==> src/rtl/cft_pkg.sv <==
package cft_pkg;
  localparam int DIV_W    = 7;
  localparam int PRE_W    = 5;
  localparam int BIT_W    = 7;
  localparam int NUM_CH   = 2;
  localparam int CH_AUD   = 0;
  localparam int CH_TEL   = 1;
  localparam int AUD_MIN  = 6;
  localparam int TEL_MIN  = 16;

  function automatic int ch_min(input int ch);
    return (ch == CH_AUD) ? AUD_MIN : TEL_MIN;
  endfunction
endpackage

==> src/rtl/cft_prescaler.sv <==
module cft_prescaler #(
  parameter int PRE_W = 5
) (
  input  logic clk_i,
  input  logic rst_ni,
  input  logic start_i,
  input  logic go_i,
  input  logic act_i,
  output logic tick_o
);
  localparam logic [PRE_W-1:0] PRE_LAST = {PRE_W{1'b1}};

  logic [PRE_W-1:0] pre_q, pre_d;
  logic             pre_en;

  always_comb begin
    pre_en = 1'b1;
    pre_d  = '0;
    if (start_i) begin
      pre_d = '0;
    end else if (go_i) begin
      pre_d = pre_q + PRE_W'(1);
    end else begin
      pre_en = (pre_q != '0);
    end
  end

  always_ff @(posedge clk_i or negedge rst_ni) begin
    if (!rst_ni) begin
      pre_q <= '0;
    end else if (pre_en) begin
      pre_q <= pre_d;
    end
  end

  assign tick_o = act_i & (pre_q == PRE_LAST);
endmodule

==> src/rtl/cft_bit_timer.sv <==
module cft_bit_timer #(
  parameter int BIT_W = 7
) (
  input  logic             clk_i,
  input  logic             rst_ni,
  input  logic             start_i,
  input  logic             go_i,
  input  logic             act_i,
  output logic             sclk_o,
  output logic             fsync_o,
  output logic [BIT_W-1:0] bitcnt_o
);
  logic             phase_q, phase_d;
  logic [BIT_W-1:0] bit_q, bit_d;
  logic             tim_en;

  always_comb begin
    tim_en  = 1'b1;
    phase_d = 1'b0;
    bit_d   = '0;
    if (start_i) begin
      phase_d = 1'b0;
      bit_d   = '0;
    end else if (go_i) begin
      phase_d = ~phase_q;
      bit_d   = phase_q ? bit_q + BIT_W'(1) : bit_q;
    end else begin
      tim_en = phase_q | (bit_q != '0);
    end
  end

  always_ff @(posedge clk_i or negedge rst_ni) begin
    if (!rst_ni) begin
      phase_q <= 1'b0;
      bit_q   <= '0;
    end else if (tim_en) begin
      phase_q <= phase_d;
      bit_q   <= bit_d;
    end
  end

  assign sclk_o   = act_i & ~phase_q;
  assign fsync_o  = act_i & (bit_q == '0);
  assign bitcnt_o = bit_q;

  // a new frame follows bit 127 without a gap
  assert_frame_wrap_R3: assert property (@(posedge clk_i) disable iff (!rst_ni)
    (go_i && act_i && bit_q == {BIT_W{1'b1}} && phase_q) |=> (bitcnt_o == '0 && fsync_o));
endmodule

==> src/rtl/cft_rate_div.sv <==
module cft_rate_div #(
  parameter int DIV_W   = 7,
  parameter int MIN_DIV = 6
) (
  input  logic             clk_i,
  input  logic             rst_ni,
  input  logic             start_i,
  input  logic             go_i,
  input  logic             act_i,
  input  logic             tick_i,
  input  logic [DIV_W-1:0] div_i,
  output logic             strobe_o,
  output logic             bad_o
);
  localparam logic [DIV_W-1:0] MIN_V = DIV_W'(MIN_DIV);

  logic [DIV_W-1:0] cnt_q, cnt_d;
  logic [DIV_W-1:0] div_q, div_d;
  logic             div_en;
  logic             bad;
  logic             reload;

  assign bad    = (div_q < MIN_V);
  assign reload = tick_i & ((cnt_q == '0) | bad);

  always_comb begin
    div_en = 1'b1;
    cnt_d  = cnt_q;
    div_d  = div_q;
    if (start_i) begin
      div_d = div_i;
      cnt_d = div_i - DIV_W'(1);
    end else if (go_i) begin
      div_en = tick_i;
      if (reload) begin
        div_d = div_i;
        cnt_d = div_i - DIV_W'(1);
      end else begin
        cnt_d = cnt_q - DIV_W'(1);
      end
    end else begin
      cnt_d = '0;
      div_d = '0;
    end
  end

  always_ff @(posedge clk_i or negedge rst_ni) begin
    if (!rst_ni) begin
      cnt_q <= '0;
      div_q <= '0;
    end else if (div_en) begin
      cnt_q <= cnt_d;
      div_q <= div_d;
    end
  end

  assign strobe_o = act_i & tick_i & (cnt_q == '0) & ~bad;
  assign bad_o    = act_i & bad;

  // a strobe lasts a single cycle
  assert_strobe_single_R4: assert property (@(posedge clk_i) disable iff (!rst_ni)
    strobe_o |=> !strobe_o);
  // an illegal loaded divisor never produces a strobe
  assert_bad_silent_R8: assert property (@(posedge clk_i) disable iff (!rst_ni)
    bad_o |-> !strobe_o);
endmodule

==> src/rtl/cft_frame_timer.sv <==
module cft_frame_timer
  import cft_pkg::*;
(
  input  logic             clk_i,
  input  logic             rst_ni,
  input  logic             en_i,
  input  logic [DIV_W-1:0] aud_div_i,
  input  logic [DIV_W-1:0] tel_div_i,
  output logic             sclk_o,
  output logic             fsync_o,
  output logic [BIT_W-1:0] bitcnt_o,
  output logic             aud_stb_o,
  output logic             tel_stb_o,
  output logic             flush_o,
  output logic             div_err_o
);
  logic run_q, run_d;
  logic flush_q, flush_d;
  logic start, go, tick;
  logic [DIV_W-1:0] div_arr [NUM_CH];
  logic [NUM_CH-1:0] stb, bad;

  assign start = en_i & ~run_q;
  assign go    = en_i & run_q;

  always_comb begin
    run_d   = en_i;
    flush_d = run_q & ~en_i;
  end

  always_ff @(posedge clk_i or negedge rst_ni) begin
    if (!rst_ni) begin
      run_q   <= 1'b0;
      flush_q <= 1'b0;
    end else begin
      run_q   <= run_d;
      flush_q <= flush_d;
    end
  end

  cft_prescaler #(.PRE_W(PRE_W)) u_pre (
    .clk_i(clk_i), .rst_ni(rst_ni), .start_i(start), .go_i(go),
    .act_i(run_q), .tick_o(tick)
  );

  cft_bit_timer #(.BIT_W(BIT_W)) u_bit (
    .clk_i(clk_i), .rst_ni(rst_ni), .start_i(start), .go_i(go),
    .act_i(run_q), .sclk_o(sclk_o), .fsync_o(fsync_o), .bitcnt_o(bitcnt_o)
  );

  assign div_arr[CH_AUD] = aud_div_i;
  assign div_arr[CH_TEL] = tel_div_i;

  for (genvar c = 0; c < NUM_CH; c++) begin : g_ch
    cft_rate_div #(.DIV_W(DIV_W), .MIN_DIV(ch_min(c))) u_div (
      .clk_i(clk_i), .rst_ni(rst_ni), .start_i(start), .go_i(go),
      .act_i(run_q), .tick_i(tick), .div_i(div_arr[c]),
      .strobe_o(stb[c]), .bad_o(bad[c])
    );
  end

  assign aud_stb_o = stb[CH_AUD];
  assign tel_stb_o = stb[CH_TEL];
  assign div_err_o = |bad;
  assign flush_o   = flush_q;

  // bit clock high phase lasts one master cycle while running
  assert_sclk_half_R2: assert property (@(posedge clk_i) disable iff (!rst_ni)
    (sclk_o && en_i) |=> !sclk_o);
  // disabling idles the frame outputs on the next cycle
  assert_stop_idle_R6: assert property (@(posedge clk_i) disable iff (!rst_ni)
    !en_i |=> (!sclk_o && !fsync_o && bitcnt_o == '0));
  // the flush pulse never lasts two cycles
  assert_flush_single_R7: assert property (@(posedge clk_i) disable iff (!rst_ni)
    flush_o |=> !flush_o);
  // nothing is produced while disabled
  assert_idle_quiet_R1: assert property (@(posedge clk_i) disable iff (!rst_ni)
    (!en_i && !$past(en_i)) |=> (!aud_stb_o && !tel_stb_o && !div_err_o));
endmodule

==> config.mk <==
export PLATFORM = sky130hd
export DESIGN_NAME = cft_frame_timer
export DESIGN_NICKNAME = d
export VERILOG_FILES = /design/src/rtl/cft_pkg.sv /design/src/rtl/cft_prescaler.sv /design/src/rtl/cft_bit_timer.sv /design/src/rtl/cft_rate_div.sv /design/src/rtl/cft_frame_timer.sv
export SDC_FILE = /design/constraint.sdc
export NUM_CORES = 1
export LEC_CHECK = 0
export BUFFER_PORTS_ARGS = -buffer_cell sky130_fd_sc_hd__buf_2
export CAP_MARGIN = 10
export CORE_MARGIN = 1
export CORE_UTILIZATION = 26
export DETAILED_ROUTE_END_ITERATION = 8
export MAX_ROUTING_LAYER = met4
export PLACE_DENSITY_LB_ADDON = 0.2
export SLEW_MARGIN = 20
export SYNTH_ARGS = -nofsm -noshare
export SYNTH_HDL_FRONTEND = slang
export SYNTH_HIERARCHICAL = 1
export SYNTH_SLANG_ARGS = --single-unit
==> constraint.sdc <==
create_clock -name clk_i -period 4.2 [get_ports clk_i]
set_input_delay 0.42 -clock clk_i [delete_from_list [all_inputs] [get_ports clk_i]]
set_output_delay 0.42 -clock clk_i [all_outputs]
set_load 0.1 [all_outputs]
==> results of run 1 <==
[worst paths after layout]
path	endpoint	slack, ns	cells past startpoint
max	aud_stb_o	1.39	6
min reg2reg	g_ch[0].u_div/div_q[5]	0.51	2
min in group clk_i	run_q	0.28	1
min	g_ch[1].u_div/div_q[6]	0.27	1
max in group asynchronous	g_ch[0].u_div/cnt_q[4]	3.36	1
max reg2reg	g_ch[0].u_div/cnt_q[5]	1.84	9
[cells by family (layout without fill, tap and decap cells)]
logic type      Yosys count  after routing  synth area share (%)
simple gates            117            117                  28.5
flops                    38             38                  39.3
compound gates           60             60                  18.1
xor+xnor                 13             13                  4.71
fa+ha+maj                 9              9                  4.66
buf+inv                  22             53                  3.83
mux                       2              2                 0.828
[critical path, stage by stage (launching register included)]
cell and delay (ns):
dfrtp_1 0.41, inv_1 0.08, ha_1 0.18, or4b_4 0.50
nor3_2 0.26, and4_1 0.25, buf_2 0.43
[where the power goes]
group	switching [W]	internal, W
Clock	0.000133	0.000133
Combinational	0.000136	0.0000659
Sequential	0.0000212	0.000386
Total	0.000290	0.000585
[metrics by stage]
stage | total power, W | hold slack (ns)
after floorplan | 0.000565 | 0.124
after detailed placement | 0.000619 | 0.499
final | 0.000874 | 0.265
after CTS | 0.000892 | 0.266
after global placement | 0.000618 | 0.504
after global routing | 0.000930 | 0.279
[synth_stat cells, types with 4 or more instances]
cell type	count	area [µm²]
xor2_1	6	52.6
xnor2_1	7	61.3
a31oi_1	5	31.3
nand3_1	16	80.1
a21oi_1	6	30.0
nand3b_1	6	45.0
nand2b_1	6	37.5
or3_1	7	43.8
ha_1	9	113
dfrtp_1	38	951
inv_1	14	52.6
nor3_1	4	20.0
nor2_1	15	56.3
nor2b_1	5	31.3
o21ai_1	9	45.0
nor4_1	4	25.0
o21ai_0	14	70.1
nand2_1	19	71.3
[metal layers]
metal	share of wire [%]	track usage, %	vias up
met2	46	21.8	44
met3	3.9	2.55	4
met1	49	16.5	1015
met5	0	-	-
met4	0.82	3.79	0
li1	-	-	1015
[state kept, by name, summed over array words and instances, names as in the netlist]
name and cells:
u_bit/bitcnt_o 7, u_bit/phase_q 1, run_q 1, g_ch.u_div/cnt_q 14, flush_o 1, g_ch.u_div/div_q 9
u_pre/pre_q 5
[layout make-up]
type	instances	area [µm²]
clock buffer	7	86.3
clock inverter	1	5.00
fill	953	6080
inverter	14	52.6
multi-input combinational	201	1370
sequential	38	951
tap	108	135
timing repair buffer	31	160
[layout by cell type (no fill, tap or decap), types with 3 or more instances in the layout]
master and n:
o211ai_1 3, inv_1 14, or3_1 7, xor2_1 6
xnor2_1 7, nor2_1 15, o21ai_1 9, and3_1 3
o21ai_0 14, nor2b_1 5, clkbuf_8 6, a31oi_1 5
nor3_1 4, nand4_1 3, nand3_1 16, o221ai_1 3
and2_1 3, ha_1 9, buf_2 29, nand2b_1 6
nor4_1 4, nand3b_1 6, a22o_1 3, a21oi_1 6
nand2_1 19, dfrtp_1 38, nor3b_1 3
==> run_results.csv, run 1 <==
group,metric,value,unit
sta,clock.fmax,0.355,GHz
sta,finalSetupViolCount,0,
global_route,grt_max_degree,39,
sta,relSlewSlack,38.4,%
routing,vias_per_cell,5.20,
pwr,ir_drop,122,µV
layout,final_util,31.2,%
routing,drc,0,
global_route,grtUsageTotal,13.2,%
routing,wirelength,5730,µm
status,status,"complete, no violations",
place,placedCellCount,392,
global_route,grt_pass1_vias,2143,
floorplanning,start_util,27.3,%
setup_path,start_kind,"flip-flop",
hold_path,min_path_type,"in -> async",
pwr,p_leak,1.20,nW
setup_path,path_max_fanout,4,
place,port_buffers,29,
setup_path,end_kind,"output port",
setup_path,crit_type,"reg -> out",
routing,wl_per_cell,14.3,µm
layout,fin_area,2760,µm²
logic_synthesis,netlist_instances,261,
logic_synthesis,synth_cell_types,63,
sta,min_period_over_period,67.0,%
logic_synthesis,ys_seq_area_share,39.3,%
global_route,gr-total-overflow,0,
setup_path,critPathLaunch,"g_ch[0].u_div/cnt_q[0]",
place,dp_hpwl,4060,µm
layout,layoutNonFillerInstCount,400,
clock_tree,cts_sinks,38,
logic_synthesis,ys_seq_elements,38,
sta,finalHoldViolations,0,
place,place_ws,1.70,ns
clock_tree,clk_pin_slew,0.07,ns
layout,syn2layout_area_growth,14.3,%
floorplanning,die_h,98.4,µm
floorplanning,io_pins,30,
sta,rsz0062_at_grt,"no",
layout,n_antenna_cell,0,
routing,drt_iter0_drc,130,
floorplanning,fp.coreArea,8850,µm²
setup_path,timing.rr.start,"u_pre/pre_q[0]",
routing,ant_nets,0,
run,cap_viol_max_count,0,
layout,nets,317,
clock_tree,cts_resized,0,
sta,worstMarginPinSlew,0.925,ns
layout,drive_above_1_share,19.5,%
logic_synthesis,syn_nets,287,
routing,firstDrtPassIters,6,
logic_synthesis,synthArstFlopShare,100,%
sta,period_minus_slack,2.81,ns
sta,drv_slew,0,
clock_tree,cts_buffer_depth,2,
sta,clock_skew,0.00396,ns
floorplanning,dieWidth,98.4,µm
sta,finalSetupTns,0,ns
global_route,grt_pass1_wl,9990,µm
clock_tree,cts-buffers-inserted,5,
clock_tree,root_buffer,"clkbuf_8",
logic_synthesis,synth_edf_count,0,
clock_tree,post_cts_buffers,0,
global_route,antenna_found_initial,0,
clock_tree,hold_buffers,0,
floorplanning,die_area,9690,µm²
setup_path,critPathArrivalTime,2.39,ns
floorplanning,rows,34,
logic_synthesis,ys.flop_type,"dfrtp_1",
clock_tree,cts_tree,"built",
logic_synthesis,yosysWarnings,6,
place,place_area,2670,µm²
routing,vias,2078,
logic_synthesis,netlist_area,2420,µm²
logic_synthesis,syn_area_per_cell,9.26,µm²
clock_tree,clk_latency,0.29,ns
clock_tree,htreeDepth,2,
place,gp_congestion,0.814,
sta,timing.final.ws_setup,1.39,ns
setup_path,critical_path_required,3.78,ns
pwr,power_density,316,nW/µm²
(Power assumes the default switching activity.)
==> run 2, diff against run 1 <==
==> constraint.sdc (replaced) <==
create_clock -name clk_i -period 2.9 [get_ports clk_i]
set_input_delay 0.29 -clock clk_i [delete_from_list [all_inputs] [get_ports clk_i]]
set_output_delay 0.29 -clock clk_i [all_outputs]
set_load 0.1 [all_outputs]
==> run_results.csv, run 2 (same netlist as run 1, synthesis figures left out) <==
group,metric,value,unit
setup_path,timing.rr.start,"u_pre/pre_q[0]",
clock_tree,hold_buffers,0,
pwr,power_density,459,nW/µm²
clock_tree,htreeDepth,2,
clock_tree,cts-buffers-inserted,5,
global_route,grt_max_degree,39,
clock_tree,cts_tree,"built",
layout,fin_area,2780,µm²
place,gp_congestion,0.804,
routing,drt_iter0_drc,91,
setup_path,r2r_end,"g_ch[0].u_div/cnt_q[5]",
routing,wirelength,5580,µm
global_route,grt_pass1_wl,9540,µm
routing,firstDrtPassIters,6,
status,status,"complete, no violations",
sta,worstMarginPinSlew,0.880,ns
sta,period_minus_slack,2.75,ns
routing,ant_nets,0,
clock_tree,cts_sinks,38,
routing,vias,2040,
clock_tree,root_buffer,"clkbuf_8",
sta,clock.fmax,0.364,GHz
layout,final_cell_mix,"dfrtp_1 (38), buf_2 (29), nand2_1 (19)",
floorplanning,start_util,27.3,%
routing,vias_per_cell,5.07,
setup_path,path_max_fanout,16,
global_route,grt_pass1_vias,1999,
layout,n_antenna_cell,0,
sta,drv_slew,0,
setup_path,regToRegSetupSlack,0.48,ns
global_route,antenna_found_initial,0,
clock_tree,cts_buffer_depth,2,
floorplanning,die_h,98.4,µm
layout,fill_cells,947,
sta,finalHoldViolations,0,
hold_path,min_path_type,"in -> async",
sta,finalSetupViolCount,0,
setup_path,start_kind,"flip-flop",
place,port_buffers,29,
layout,regMostFlops,"g_ch.u_div/cnt_q",
sta,clock_skew,0.00831,ns
setup_path,critPathArrivalTime,2.46,ns
sta,finalSetupTns,0,ns
floorplanning,dieWidth,98.4,µm
pwr,ir_drop,216,µV
sta,rsz0062_at_grt,"no",
sta,relSlewSlack,41.3,%
clock_tree,clk_pin_slew,0.08,ns
global_route,grtUsageTotal,12.6,%
place,dp_hpwl,4020,µm
setup_path,critPathLaunch,"u_pre/pre_q[0]",
setup_path,crit_type,"reg -> out",
clock_tree,cts_resized,0,
place,place_area,2690,µm²
floorplanning,io_pins,30,
setup_path,critical_path_required,2.61,ns
setup_path,crit_path_end,"aud_stb_o",
floorplanning,die_area,9690,µm²
clock_tree,post_cts_buffers,0,
floorplanning,fp.coreArea,8850,µm²
routing,wl_per_cell,13.9,µm
layout,largest_register_ffs,14,
sta,min_period_over_period,94.7,%
routing,drc,0,
setup_path,end_kind,"output port",
floorplanning,rows,34,
pwr,p_leak,1.21,nW
setup_path,ff2ff_path_depth,9,
layout,final_common_cell,"dfrtp_1",
global_route,gr-total-overflow,0,
layout,syn2layout_area_growth,15.0,%
layout,drive_above_1_share,20.1,%
clock_tree,clk_latency,0.29,ns
layout,nets,319,
run,cap_viol_max_count,0,
run 2: cell count changes in the layout (fill, tap and decap cells not counted), sizes merged:
cell and delta:
buf +2
run 2: metal layers:
metal  vias up  global-route usage (%)  share of wire (%)
li1       1017                       -                  -
met1       972                    16.6                 51
met2        44                    19.6                 44
met3         7                    2.70                3.8
met4         0                    3.33               0.91
met5         -                       -                  0
run 2: area by class of cell:
type                    count  area [µm²]  share of cell area (%)
inverters                  14        52.6                    1.89
repair buffers             33         175                    6.30
flip-flops and latches     38         951                    34.2
clock inverters             1        5.00                   0.180
multi-input cells         201        1370                    49.4
well taps                 108         135                    4.86
clock buffers               7        86.3                    3.11
run 2: worst max-delay path, stage by stage, from the launching register on:
cell     delay [ns]
dfrtp_1        0.41
ha_1           0.20
and3_2         0.18
ha_1           0.12
and2_1         0.50
and4_1         0.33
buf_2          0.44
run 2: power breakdown:
group	total, W	internal (W)	switching, W
combinational	0.000298	0.0000990	0.000199
clock	0.000386	0.000192	0.000194
sequential	0.000590	0.000559	0.0000309
total	0.00127	0.000851	0.000424
run 2: worst min-delay path by stage:
stage / cells past startpoint / from / slack, ns / endpoint
final: 1 / rst_ni / 0.12 / g_ch[1].u_div/div_q[4]
after global routing: 1 / en_i / 0.13 / run_q
after CTS: 1 / en_i / 0.13 / run_q
after detailed placement: 1 / en_i / 0.44 / run_q
after global placement: 1 / en_i / 0.44 / run_q
after floorplan: 0 / rst_ni / -0.006 / flush_o
run 2: per-stage QoR:
stage | instances | total power (W) | util [%] | hold slack [ns] | worst slack (ns)
final | 402 | 0.00127 | 31.4 | 0.117 | 0.154
after global routing | 402 | 0.00135 | 31.4 | 0.131 | 0.0598
after CTS | 402 | 0.00130 | 31.4 | 0.132 | 0.170
after detailed placement | 394 | 0.000900 | 30.4 | 0.437 | 0.496
after global placement | 394 | 0.000900 | 30.4 | 0.440 | 0.508
after floorplan | 261 | 0.000818 | - | -0.00559 | 0.367
==> run 3, diff against run 2 <==
==> constraint.sdc (replaced) <==
create_clock -name clk_i -period 2.7 [get_ports clk_i]
set_input_delay 0.27 -clock clk_i [delete_from_list [all_inputs] [get_ports clk_i]]
set_output_delay 0.27 -clock clk_i [all_outputs]
set_load 0.1 [all_outputs]
==> run_results.csv, run 3 (same netlist as run 1, synthesis figures left out) <==
group,metric,value,unit
sta,min_period_over_period,91.8,%
sta,period_minus_slack,2.48,ns
setup_path,end_kind,"output port",
pwr,p_leak,1.23,nW
pwr,comb_power_share,22.5,%
pwr,p_int,0.000986,W
clock_tree,cts_buffer_depth,2,
layout,multiInputGateArea,1380,µm²
global_route,grt_max_degree,39,
place,gp_congestion,0.797,
sta,rsz0062_at_grt,"no",
sta,timing.final.ws_setup,0.222,ns
sta,finalSetupTns,0,ns
pwr,clockPowerShare,33.3,%
clock_tree,cts_tree,"built",
layout,drive_above_1_share,20.6,%
floorplanning,fp.coreArea,8850,µm²
routing,vias,2081,
floorplanning,io_pins,30,
pwr,power_switching,0.000448,W
setup_path,regToRegSetupSlack,0.48,ns
setup_path,worstPathCellList,"inv_1 > ha_1 > or4b_4 > nor3_4 > and4_1 > buf_12",
floorplanning,dieWidth,98.4,µm
global_route,grt_pass1_wl,9670,µm
clock_tree,htreeDepth,2,
routing,vias_per_cell,5.15,
routing,wirelength,5670,µm
layout,nets,321,
layout,fill_cells,948,
routing,drc,0,
layout,regMostFlops,"g_ch.u_div/cnt_q",
sta,worstMarginPinSlew,0.902,ns
place,dp_hpwl,4050,µm
layout,n_antenna_cell,0,
routing,ant_nets,0,
layout,final_cell_mix,"dfrtp_1 (38), buf_2 (27), nand2_1 (19)",
setup_path,slowest_delay,0.52,ns
sta,drv_slew,0,
clock_tree,post_cts_buffers,0,
clock_tree,root_buffer,"clkbuf_8",
global_route,gr-total-overflow,0,
layout,syn2layout_area_growth,17.8,%
setup_path,start_kind,"flip-flop",
pwr,ir_drop,203,µV
floorplanning,die_area,9690,µm²
setup_path,crit_type,"reg -> out",
setup_path,path_max_fanout,4,
routing,drt_iter0_drc,99,
clock_tree,hold_buffers,0,
sta,clock_skew,0.00696,ns
routing,firstDrtPassIters,8,
sta,relSlewSlack,39.9,%
sta,finalSetupViolCount,0,
setup_path,critical_path_required,2.43,ns
place,place_ws,0.330,ns
global_route,antenna_found_initial,0,
routing,wl_per_cell,14.0,µm
global_route,grt_pass1_vias,2054,
clock_tree,cts-buffers-inserted,5,
clock_tree,cts_resized,0,
clock_tree,clk_latency,0.29,ns
clock_tree,clk_pin_slew,0.08,ns
place,port_buffers,29,
clock_tree,cts_sinks,38,
pwr,pwr-share-seq,44.3,%
run,cap_viol_max_count,0,
floorplanning,die_h,98.4,µm
pwr,p_sw_share,31.2,%
hold_path,min_path_type,"in -> async",
global_route,grtUsageTotal,12.8,%
layout,final_common_cell,"dfrtp_1",
setup_path,critPathArrivalTime,2.21,ns
pwr,power_density,504,nW/µm²
setup_path,r2r_end,"g_ch[1].u_div/cnt_q[5]",
sta,clock.fmax,0.403,GHz
floorplanning,rows,34,
setup_path,ff2ff_path_depth,7,
layout,largest_register_ffs,14,
floorplanning,start_util,27.3,%
layout,layout.area.seq,951,µm²
sta,finalHoldViolations,0,
status,status,"complete, no violations",
setup_path,critPathSlowestCell,"or4b_4",
setup_path,timing.rr.start,"u_pre/pre_q[0]",
==> run 3: changes by cell type in the layout (fill, tap and decap cells not counted), sizes merged <==
cell	previous run	this run
buf	33	35
bufinv	0	1
clkinv	1	0
==> run 3: layout make-up <==
cell class	instances	share of cell area, %
multi-input combinational	201	48.5
sequential	38	33.4
timing repair buffer	35	7.74
tap	108	4.75
clock buffer	7	2.68
inverter	14	1.85
clock inverter	1	1.05
==> run 3: power groups by stage <==
stage	combinational (W)	clock [W]	sequential [W]
finish	0.000322	0.000477	0.000635
global route	0.000354	0.000521	0.000641
CTS	0.000323	0.000503	0.000634
detailed placement	0.000323	0	0.000645
global placement	0.000321	0	0.000645
floorplan	0.000223	0	0.000655
==> run 3: worst max path at each step <==
stage / depth (start not counted) / endpoint / slack, ns / start
after floorplan: 6 / tel_stb_o / 0.19 / u_pre/pre_q[0]
after detailed placement: 7 / g_ch[1].u_div/cnt_q[4] / 0.33 / u_pre/pre_q[0]
after global routing: 6 / aud_stb_o / 0.11 / g_ch[0].u_div/cnt_q[0]
final: 6 / aud_stb_o / 0.22 / g_ch[0].u_div/cnt_q[0]
after CTS: 6 / aud_stb_o / 0.06 / u_pre/pre_q[0]
after global placement: 7 / g_ch[1].u_div/cnt_q[4] / 0.38 / u_pre/pre_q[0]
==> run 3: per-layer routing <==
layer	GRT usage (%)	vias up	wire [µm]
met5	-	-	0
met4	5.17	0	165
met3	2.84	17	241
met2	19.8	55	2610
met1	16.4	987	2660
li1	-	1022	-
==> run 3: critical path: cells and delay by family, from the launching register on <==
kind / cells / cell delay, ns
flops: 1 / 0.42
simple gates: 3 / 1.01
buf+inv: 2 / 0.28
fa+ha+maj: 1 / 0.21
==> run 3: per-stage QoR <==
stage | utilization, % | cells | total power (W) | area, µm² | hold WS, ns
floorplan | - | 261 | 0.000878 | 2420 | -0.0256
global placement | 30.9 | 396 | 0.000966 | 2730 | 0.416
detailed placement | 30.9 | 396 | 0.000968 | 2730 | 0.420
CTS | 32.1 | 404 | 0.00146 | 2840 | 0.108
global route | 32.2 | 404 | 0.00152 | 2850 | 0.107
finish | 32.2 | 404 | 0.00143 | 2850 | 0.106
